**config.mk**
```make
export PLATFORM = sky130hd
export DESIGN_NAME = cal_pulse_gen
export DESIGN_NICKNAME = d
export VERILOG_FILES = /design/src/rtl/cpg_pkg.sv /design/src/rtl/cpg_window.sv /design/src/rtl/cpg_plan.sv /design/src/rtl/cpg_seq.sv /design/src/rtl/cpg_rst_sync.sv /design/src/rtl/cal_pulse_gen.sv
export SDC_FILE = /design/constraint.sdc
export NUM_CORES = 1
export LEC_CHECK = 0
export BUFFER_PORTS_ARGS = -buffer_cell sky130_fd_sc_hd__buf_4
export CORE_MARGIN = 1
export CORE_UTILIZATION = 60
export CTS_BUF_LIST = sky130_fd_sc_hd__clkbuf_8
export DETAILED_ROUTE_END_ITERATION = 8
export HOLD_SLACK_MARGIN = 0.15
export PLACE_DENSITY = 0.78
export SETUP_SLACK_MARGIN = 0.5
export SLEW_MARGIN = 20
export SYNTH_ARGS = -nofsm -noshare
export SYNTH_HDL_FRONTEND = slang
export SYNTH_SLANG_ARGS = --single-unit
```
**constraint.sdc**
```tcl
create_clock -name clk -period 5.6 [get_ports clk]
set_clock_uncertainty 0.1 [all_clocks]
set_input_delay 0.56 -clock clk [delete_from_list [all_inputs] [get_ports clk]]
set_output_delay 0.56 -clock clk [all_outputs]
set_load 0.005 [all_outputs]
```
**src/rtl/cpg_pkg.sv**
```systemverilog
package cpg_pkg;
  typedef enum logic [1:0] {
    MODE_OFF = 2'b00,
    MODE_ONE = 2'b01,
    MODE_TWO = 2'b10,
    MODE_RSV = 2'b11
  } mode_e;

  typedef enum logic {
    ST_IDLE = 1'b0,
    ST_RUN  = 1'b1
  } state_e;

  localparam int NUM_WIN = 4;
  localparam int WIN_MARK = 0;
  localparam int WIN_P1 = 1;
  localparam int WIN_P2 = 2;
  localparam int WIN_STOP = 3;
endpackage

```
**src/rtl/cpg_window.sv**
```systemverilog
module cpg_window #(
  parameter int CW = 21
) (
  input  logic [CW-1:0] t_i,
  input  logic          en_i,
  input  logic [CW-1:0] lo_i,
  input  logic [CW-1:0] hi_i,
  output logic          hit_o
);
  // half-open interval [lo, hi)
  always_comb begin
    hit_o = en_i && (t_i >= lo_i) && (t_i < hi_i);
  end
endmodule

```
**src/rtl/cpg_plan.sv**
```systemverilog
module cpg_plan
  import cpg_pkg::*;
#(
  parameter int TIME_W = 20,
  parameter int WIDTH_W = 8,
  parameter int MIN_PW = 10,
  parameter int STOP_W = 10,
  parameter int MARK_W = 17,
  localparam int CW = TIME_W + 1
) (
  input  logic               clk,
  input  logic               rst_n,
  input  logic               load_i,
  input  logic [1:0]         mode_i,
  input  logic [TIME_W-1:0]  end_i,
  input  logic [TIME_W-1:0]  stop_i,
  input  logic [WIDTH_W-1:0] width_i,
  output logic [CW-1:0]      p1_lo_o,
  output logic [CW-1:0]      p1_hi_o,
  output logic [CW-1:0]      p2_lo_o,
  output logic [CW-1:0]      p2_hi_o,
  output logic [CW-1:0]      stop_lo_o,
  output logic [CW-1:0]      stop_hi_o,
  output logic [CW-1:0]      last_o,
  output logic               p1_en_o,
  output logic               p2_en_o,
  output logic               err_o
);
  mode_e         mode;
  logic [CW-1:0] wide_end, wide_stop, w_raw, w_eff, mid, stop_end;
  logic          pulses_on, bad;
  logic [CW-1:0] p1_lo_d, p2_lo_d, last_d;
  logic          p1_en_d, p2_en_d;

  assign mode = mode_e'(mode_i);

  always_comb begin
    wide_end  = CW'(end_i);
    wide_stop = CW'(stop_i);
    w_raw     = CW'(width_i);
    w_eff     = (w_raw < CW'(MIN_PW)) ? CW'(MIN_PW) : w_raw;
    pulses_on = (mode == MODE_ONE) || (mode == MODE_TWO);
    bad       = pulses_on && (wide_stop <= wide_end);
    mid       = (wide_end + wide_stop) >> 1;
    p1_lo_d   = (wide_end > w_eff) ? (wide_end - w_eff) : '0;
    p2_lo_d   = (mid > w_eff) ? (mid - w_eff) : '0;
    stop_end  = wide_stop + CW'(STOP_W);
    last_d    = ((stop_end > CW'(MARK_W)) ? stop_end : CW'(MARK_W)) - CW'(1);
    p1_en_d   = pulses_on && !bad;
    p2_en_d   = (mode == MODE_TWO) && !bad;
  end

  always_ff @(posedge clk or negedge rst_n) begin
    if (!rst_n) begin
      p1_lo_o   <= '0;
      p1_hi_o   <= '0;
      p2_lo_o   <= '0;
      p2_hi_o   <= '0;
      stop_lo_o <= '0;
      stop_hi_o <= '0;
      last_o    <= '0;
      p1_en_o   <= 1'b0;
      p2_en_o   <= 1'b0;
      err_o     <= 1'b0;
    end else if (load_i) begin
      p1_lo_o   <= p1_lo_d;
      p1_hi_o   <= wide_end;
      p2_lo_o   <= p2_lo_d;
      p2_hi_o   <= mid;
      stop_lo_o <= wide_stop;
      stop_hi_o <= stop_end;
      last_o    <= last_d;
      p1_en_o   <= p1_en_d;
      p2_en_o   <= p2_en_d;
      err_o     <= bad;
    end
  end
endmodule

```
**src/rtl/cpg_seq.sv**
```systemverilog
module cpg_seq
  import cpg_pkg::*;
#(
  parameter int CW = 21
) (
  input  logic          clk,
  input  logic          rst_n,
  input  logic          start_i,
  input  logic [CW-1:0] last_i,
  output logic          load_o,
  output logic          busy_o,
  output logic [CW-1:0] t_o
);
  state_e        state_q, state_d;
  logic [CW-1:0] t_q, t_d;

  always_comb begin
    state_d = state_q;
    t_d     = t_q;
    load_o  = 1'b0;
    case (state_q)
      ST_IDLE: begin
        if (start_i) begin
          load_o  = 1'b1;
          state_d = ST_RUN;
          t_d     = '0;
        end
      end
      ST_RUN: begin
        if (t_q == last_i) begin
          state_d = ST_IDLE;
        end else begin
          t_d = t_q + CW'(1);
        end
      end
      default: state_d = ST_IDLE;
    endcase
  end

  always_ff @(posedge clk or negedge rst_n) begin
    if (!rst_n) begin
      state_q <= ST_IDLE;
      t_q     <= '0;
    end else begin
      state_q <= state_d;
      t_q     <= t_d;
    end
  end

  assign busy_o = (state_q == ST_RUN);
  assign t_o    = t_q;
endmodule

```
**src/rtl/cpg_rst_sync.sv**
```systemverilog
module cpg_rst_sync (
  input  logic clk,
  input  logic rst_n,
  output logic rst_sync_n
);
  logic [1:0] sync_q;

  always_ff @(posedge clk or negedge rst_n) begin
    if (!rst_n) begin
      sync_q <= 2'b00;
    end else begin
      sync_q <= {sync_q[0], 1'b1};
    end
  end

  assign rst_sync_n = sync_q[1];
endmodule

```
**src/rtl/cal_pulse_gen.sv**
```systemverilog
module cal_pulse_gen
  import cpg_pkg::*;
#(
  parameter int TIME_W = 20,
  parameter int WIDTH_W = 8,
  parameter int MARK_CLKS = 17,
  parameter int STOP_CLKS = 10,
  parameter int MIN_PW_CLKS = 10
) (
  input  logic               clk,
  input  logic               rst_n,
  input  logic               start_i,
  input  logic [1:0]         mode_i,
  input  logic [TIME_W-1:0]  p1_end_i,
  input  logic [TIME_W-1:0]  stop_i,
  input  logic [WIDTH_W-1:0] width_i,
  output logic               busy_o,
  output logic               cal_trig_o,
  output logic               test_pulse_o,
  output logic               stop_pulse_o,
  output logic               cfg_err_o
);
  localparam int CW = TIME_W + 1;

  logic          rst_sync_n;
  logic          load, busy;
  logic [CW-1:0] t, last;
  logic [CW-1:0] p1_lo, p1_hi, p2_lo, p2_hi, stop_lo, stop_hi;
  logic          p1_en, p2_en, err;
  logic [CW-1:0] win_lo [NUM_WIN];
  logic [CW-1:0] win_hi [NUM_WIN];
  logic          win_en [NUM_WIN];
  logic [NUM_WIN-1:0] win_hit;

  cpg_rst_sync u_rst_sync (
    .clk        (clk),
    .rst_n      (rst_n),
    .rst_sync_n (rst_sync_n)
  );

  cpg_seq #(.CW(CW)) u_seq (
    .clk     (clk),
    .rst_n   (rst_sync_n),
    .start_i (start_i),
    .last_i  (last),
    .load_o  (load),
    .busy_o  (busy),
    .t_o     (t)
  );

  cpg_plan #(
    .TIME_W  (TIME_W),
    .WIDTH_W (WIDTH_W),
    .MIN_PW  (MIN_PW_CLKS),
    .STOP_W  (STOP_CLKS),
    .MARK_W  (MARK_CLKS)
  ) u_plan (
    .clk       (clk),
    .rst_n     (rst_sync_n),
    .load_i    (load),
    .mode_i    (mode_i),
    .end_i     (p1_end_i),
    .stop_i    (stop_i),
    .width_i   (width_i),
    .p1_lo_o   (p1_lo),
    .p1_hi_o   (p1_hi),
    .p2_lo_o   (p2_lo),
    .p2_hi_o   (p2_hi),
    .stop_lo_o (stop_lo),
    .stop_hi_o (stop_hi),
    .last_o    (last),
    .p1_en_o   (p1_en),
    .p2_en_o   (p2_en),
    .err_o     (err)
  );

  always_comb begin
    win_lo[WIN_MARK] = '0;
    win_hi[WIN_MARK] = CW'(MARK_CLKS);
    win_en[WIN_MARK] = 1'b1;
    win_lo[WIN_P1]   = p1_lo;
    win_hi[WIN_P1]   = p1_hi;
    win_en[WIN_P1]   = p1_en;
    win_lo[WIN_P2]   = p2_lo;
    win_hi[WIN_P2]   = p2_hi;
    win_en[WIN_P2]   = p2_en;
    win_lo[WIN_STOP] = stop_lo;
    win_hi[WIN_STOP] = stop_hi;
    win_en[WIN_STOP] = 1'b1;
  end

  for (genvar k = 0; k < NUM_WIN; k++) begin : g_win
    cpg_window #(.CW(CW)) u_win (
      .t_i   (t),
      .en_i  (win_en[k]),
      .lo_i  (win_lo[k]),
      .hi_i  (win_hi[k]),
      .hit_o (win_hit[k])
    );
  end

  assign busy_o       = busy;
  assign cal_trig_o   = busy && win_hit[WIN_MARK];
  assign test_pulse_o = busy && (win_hit[WIN_P1] || win_hit[WIN_P2]);
  assign stop_pulse_o = busy && win_hit[WIN_STOP];
  assign cfg_err_o    = err;
endmodule

```
### Word level (Yosys, flattened, before mapping)

Cells that the tools add are included.

| storage, ports and cells | value |
|---|---|
| register bits after elaboration | 171 |
| latch bits | 0 |
| bits in writable memories | 0 |
| memory bits (read-only) | 0 |
| bits of input ports | 53 |
| output and inout port bits | 5 |
| logic and storage cells | 65 |
| memories | 0 |

| cells by class | value |
|---|---|
| add/subtract/negate cells | 6 |
| multiply operators | 0 |
| divide/modulo/power cells | 0 |
| $lt $le $gt $ge | 13 |
| eq/ne operators | 5 |
| shift-type cells | 0 |
| mux-type cells | 11 |
| bitwise gates (word level) | 1 |
| reduce and logical (&&, ||, !) cells | 16 |

Operators by type and width:

| cell | number |
|---|---|
| 2-to-1 mux 21 bit | 5 |
| greater-or-equal comparator 21 bit | 2 |
| > comparator 20 x 21 -> 1 bit | 2 |
| less-than comparator 21 x 20 -> 1 bit | 2 |
| case mux 21 bit (2 select lines) | 1 |
| subtractor 20 x 21 -> 21 bit | 2 |
| adder 20 x 20 -> 21 bit | 1 |
| adder 20 x 4 -> 21 bit, second input constant | 1 |
| adder 21 x 1 -> 21 bit, second input constant | 1 |
| == test 21 bit | 1 |
| greater-or-equal comparator 21 x 1 -> 1 bit, second input constant | 1 |
| greater-or-equal comparator 21 x 20 -> 1 bit | 1 |
| > comparator 21 x 5 -> 1 bit, second input constant | 1 |
| less-than comparator 21 bit | 1 |
| less-than comparator 21 x 5 -> 1 bit, second input constant | 1 |
| subtractor 21 x 1 -> 21 bit, second input constant | 1 |
| less-or-equal comparator 20 bit | 1 |
| logical AND 1 bit | 12 |
| less-than comparator 8 x 4 -> 1 bit, second input constant | 1 |
| 2-to-1 mux 8 bit | 1 |
| inequality test 2 bit, second input constant | 2 |
| 2-to-1 mux 1 bit | 3 |
| == test 2 x 1 -> 1 bit, second input constant | 1 |
| == test 2 bit, second input constant | 1 |
| other kinds (5) | 6 |

### Longest topological paths before layout

| logic depth | value |
|---|---|
| depth in word-level cells | 5 |
| depth in mapped cells | 17 |

### Hierarchy

A second synthesis with hierarchy kept.

| unflattened totals | value |
|---|---|
| cells, all modules | 1751 |
| area, all modules | 15227.1 µm² |

By module, submodules not included:

| module | instances | cells an instance | area each (µm²) |
|---|---|---|---|
| cpg_plan | 1 | 990 | 9505.4 |
| cpg_window | 4 | 144 | 1008.5 |
| cpg_seq | 1 | 177 | 1606.5 |
| cpg_rst_sync | 1 | 3 | 53.8 |
| cal_pulse_gen | 1 | 5 | 27.5 |

### Worst setup path after synthesis

Ideal clock, no wire load.

| path | value |
|---|---|
| kind | input to register |
| from | input stop_i[1] |
| to | register u_plan.last_o[18] |
| arrival | 3945 ps |
| data required time | 5369 ps |
| setup slack | 1423 ps |
| stages on the path | 17 |
| cell sequence | ha_1 -> o211ai_1 -> nor4_2 -> xnor2_1 -> and4_1 -> and4_1 -> clkbuf_1 -> and2_1 -> buf_2 -> or2_2 -> ha_1 -> and3_1 -> nand3_1 -> a2111oi_2 -> nand3_1 -> xnor2_1 -> o21ai_1 |

| on the way | value |
|---|---|
| longest elaborated chain between the ends | 4 |

Ends and longest elaborated chain:

| element | line | source |
|---|---|---|
| start: declaration | cal_pulse_gen.sv:15 | `input logic [TIME_W-1:0] stop_i,` |
| adder 20 x 4 -> 21 bit (*) | cpg_plan.sv:47 | `stop_end = wide_stop + CW'(STOP_W);` |
| > comparator 21 x 5 -> 1 bit | cpg_plan.sv:48 | `last_d = ((stop_end > CW'(MARK_W)) ? stop_end : CW'(MARK_W)) - CW'(1);` |
| 2-to-1 mux 21 bit (*) | cpg_plan.sv:48 |  |
| subtractor 21 x 1 -> 21 bit (*) | cpg_plan.sv:48 |  |
| end signal: assignment | cpg_plan.sv:72 | `last_o <= last_d;` |
| end: declaration | cpg_plan.sv:24 | `output logic [CW-1:0] last_o,` |

Mark *: on every way between the ends. The rest lies on a longest branch, timed or not.
A chain may end at the register's enable or synchronous reset.

### Final worst setup path

| path | value |
|---|---|
| from | register u_seq.t_q[1], in the netlist u_seq.t_o[1] |
| to | output test_pulse_o |

| on the way | value |
|---|---|
| longest elaborated chain between the ends | 5 |

Ends and longest elaborated chain:

| element | line | source |
|---|---|---|
| start: declaration | cpg_seq.sv:15 | `logic [CW-1:0] t_q, t_d;` |
| start signal: assignment | cpg_seq.sv:46 | `t_q <= t_d;` |
| greater-or-equal comparator 21 bit | cpg_window.sv:12 | `hit_o = en_i && (t_i >= lo_i) && (t_i < hi_i);` |
| logical AND 1 bit (2 in a row) | cpg_window.sv:12 |  |
| logical OR 1 bit (*) | cal_pulse_gen.sv:104 | `assign test_pulse_o = busy && (win_hit[WIN_P1] \|\| win_hit[WIN_P2]);` |
| logical AND 1 bit (*) | cal_pulse_gen.sv:104 |  |
| end: declaration | cal_pulse_gen.sv:19 | `output logic test_pulse_o,` |

Marks and branches as above.

==> impl_metrics.csv <==
group,metric,value,unit
global_route,grt.total_usage,0.3507,
cts,numCtsBuffers,17,
yosys,synth.most_common_cell,"nand2_1",
setup_path,cp.arrival,4.16,ns
job,drv_cap,0,
drt,post_drt_wl_per_cell,20.45,um
yosys,synth-seq-cells,170,
setup_path,critPathCaptureType,"primary output",
cts,cts_root_buf,"clkbuf_8",
power_and_ir_drop,leakage,6.892,nW
power_and_ir_drop,ir_drop,0.0001496,V
yosys,ys_top_cells_by_area,"dfrtp_1 (31%), ha_1 (17%), o21ai_0 (5.4%)",
drt,drc,2,
global_route,grt_antenna_before_repair,0,
global_route,grt_pass1_wl,63510,um
finish,diodes,0,
floorplanning,die_x,152.7,um
placement,port_buffers,57,
setup_path,timing.critical_path.fanout_max,11,
setup_path,critPathRequiredTime,4.94,ns
setup_path,cp_num_buf_inv,1,
yosys,synth_top_family_by_area,"compound AO/OA/AOI/OAI gates",
floorplanning,core-area,22030,um2
yosys,ys_warn_count,0,
setup_path,crit_family,"compound AO/OA/AOI/OAI gates",
cts,clock_path_buffers,2,
yosys,synth_xor_area_frac,0.06172,
yosys,ys_seq_area_frac,0.3123,
setup_path,r2r_start,"u_seq.t_o[10]",
placement,place_area,14320,um2
drt,drtAntennaViolNets,0,
cts,path_clk_slew,0.10,ns
floorplanning,die-area,23310,um2
timing,finalSetupTns,0,ns
setup_path,path_common_cell,"a21o_1",
global_route,grt_max_degree,96,
yosys,synth-compound-area-share,0.2062,
yosys,synth_fp_nets,1840,
floorplanning,die-height,152.7,um
timing,max_slew_margin,0.3370,
setup_path,max_stage_delay,0.91,ns
setup_path,slowest_stage,"a2111oi_0",
finish,nNetsFinal,1875,
yosys,syn_area_per_cell,8.498,um2
yosys,synth-async-reset-ratio,1.000,
timing,final.period_utilization,0.8607,
setup_path,r2r_cells,11,
min_path,min_to,"u_plan.p1_hi_o[16]",
timing,fin_hold_ws,0.2185,ns
finish,syn_to_final_growth,7.890,%
drt,viasPerCell,6.185,
global_route,grt.overflow.total,0,
timing,rsz0062_at_grt,"no",
min_path,worstHoldStart,"p1_end_i[16]",
min_path,holdCritPathClass,"in -> reg",
drt,wirelength,39470,um
yosys,synth.distinct_cells,84,
cts,clk_latency,0.48,ns
timing,setup_viol,0,
yosys,synth.mux.area_fraction,0.003766,
setup_path,path_cells,"ha_1, a21o_1, a21o_1, a21o_1, a211oi_1, o21ai_0, a2111oi_0, o221ai_1, o21ai_0, buf_4",
yosys,synth_edf_count,0,
timing,hold_violations,0,
status,status,"complete, but fails checks",
floorplanning,start_util,0.6184,
yosys,synth_top_area_cell,"dfrtp_1",
yosys,ys.flop_type,"dfrtp_1",
yosys,syn_area,13620,um2
placement,gp_congestion,0.9551,
setup_path,r2r_end,"u_seq.t_o[17]",
placement,dp_hpwl,30130,um
setup_path,crit_type,"reg -> out",
floorplanning,io_pins,58,
finish,stdcell_area,14700,um2
timing,worst_pin_slew,0.9695,ns
yosys,synthSimpleGateAreaFrac,0.1775,
yosys,postSynthCellCount,1603,
timing,drv_slew,0,
floorplanning,rows,54,
drt,wl_met1,16690,um
cts,h-tree-depth,4,
finish,drive_above_1_share,0.08667,
cts,post_cts_resized,0,
drt,drt_iter0_markers,1009,
status,violations,"DRC",
min_path,hold_depth,3,
timing,fmax,0.2075,GHz
yosys,synthAdderAreaFrac,0.1707,
setup_path,r2r_slack,2.41,ns
global_route,grt_pass1_vias,11710,
power_and_ir_drop,p_per_area,213.1,nW/um2
yosys,synthTopCellsByCount,"nand2_1 (191), ha_1 (181), inv_1 (176)",
drt,detailroute.wirelength.met3,2684,um
timing,period_minus_slack,4.820,ns
setup_path,worst_setup_path_start_kind,"flip-flop",
finish,fillers,1834,
drt,firstDrtPassIters,8,
drt,dr_wl_met2,18990,um
cts,cts.sinks,170,
drt,top_layer_used,"met4",
yosys,yosysTopAreaCellShare,0.3123,
drt,vias,11940,
cts,cts_tree,"yes",
## state kept, by name (all words and copies together), names as in the netlist, 2 cells and up
register           cells
u_plan.last_o         21
u_plan.p1_hi_o        20
u_plan.p1_lo_o        21
u_plan.p2_hi_o        20
u_plan.p2_lo_o        21
u_plan.stop_hi_o      21
u_plan.stop_lo_o      19
u_rst_sync.sync_q      2
u_seq.t_o             21
## logic make-up after synthesis
| kind of cell | count (synthesis) |
|---|---|
| other | 1 |
| adders and majority gates | 184 |
| DFF | 170 |
| muxes | 5 |
| buffers and inverters | 237 |
| xor gates and xnor gates | 96 |
| and+or+nand+nor | 482 |
| AOI/OAI and AO/OA | 428 |
## report_power, final
part	internal, mW	leakage [nW]	switching (mW)	total, mW
Sequential	1.32	2.02	0.0502	1.37
Clock	0.365	0.181	0.496	0.861
Combinational	0.355	4.69	0.543	0.898
Total	2.04	6.89	1.09	3.13
## area by class of cell
type / instances / area [um2] / area share
multi-input cells: 1196 / 8474 / 0.5766
flip-flops and latches: 170 / 4258 / 0.2897
inverters: 178 / 668.1 / 0.04546
repair buffers: 75 / 578.1 / 0.03933
well taps: 280 / 350.3 / 0.02384
clock buffers: 18 / 247.7 / 0.01686
clock inverters: 13 / 120.1 / 0.008173
## routing by layer
layer	vias to the layer above	global-route usage
met4	0	0.1183
met1	5694	0.4679
met5	-	0
met2	450	0.5872
li1	5721	-
met3	72	0.04693
## worst reg2reg max path, delay by kind of cell, from the launching register on
kind                   cells  cell delay, ns
flip-flops                 1            0.64
XOR/XNOR                   1            0.09
multiplexers               1            0.18
buffers and inverters      2            0.54
AO/OA/AOI/OAI              1            0.27
AND/OR/NAND/NOR            6            1.30
## worst max-delay path by stage
stage / startpoint / endpoint / slack [ns] / cells past startpoint
global route: u_seq.t_o[1] / test_pulse_o / 0.66 / 10
floorplan: stop_i[1] / u_plan.last_o[18] / 1.42 / 17
finish: u_seq.t_o[1] / test_pulse_o / 0.78 / 10
CTS: u_seq.t_o[1] / test_pulse_o / 0.85 / 10
detailed placement: stop_i[1] / u_plan.last_o[18] / 0.98 / 16
global placement: stop_i[1] / u_plan.last_o[18] / 1.06 / 16
## stage by stage
stage / utilization / setup slack, ns / power [mW] / instances
CTS: 0.6672 / 0.8529 / 3.128 / 1930
floorplan: - / 1.423 / 2.018 / 1603
global placement: 0.6501 / 1.062 / 2.249 / 1898
detailed placement: 0.6501 / 0.9806 / 2.279 / 1898
finish: 0.6672 / 0.7800 / 3.132 / 1930
global route: 0.6672 / 0.6569 / 3.305 / 1930
## timing repair
action / in CTS / in global routing
setup buffers: 0 / 0
hold buffers: 1 / 0
hold endpoints to repair: 2 / 0
## placed cells by master, fill, tap and decap left out, drive strengths merged, types with 18 or more instances in the layout
master    n
o21ai   156
a21o     47
nand3    47
nand4    38
nor2b    27
nor2     55
o31ai    33
inv     183
buf      74
nand2b   18
nand2   191
dfrtp   170
nor4     23
nor3     34
ha      181
xnor2    58
clkbuf   18
xor2     38
o21a     19
a21oi    62
No activity file was read; power rests on OpenSTA's default activity.
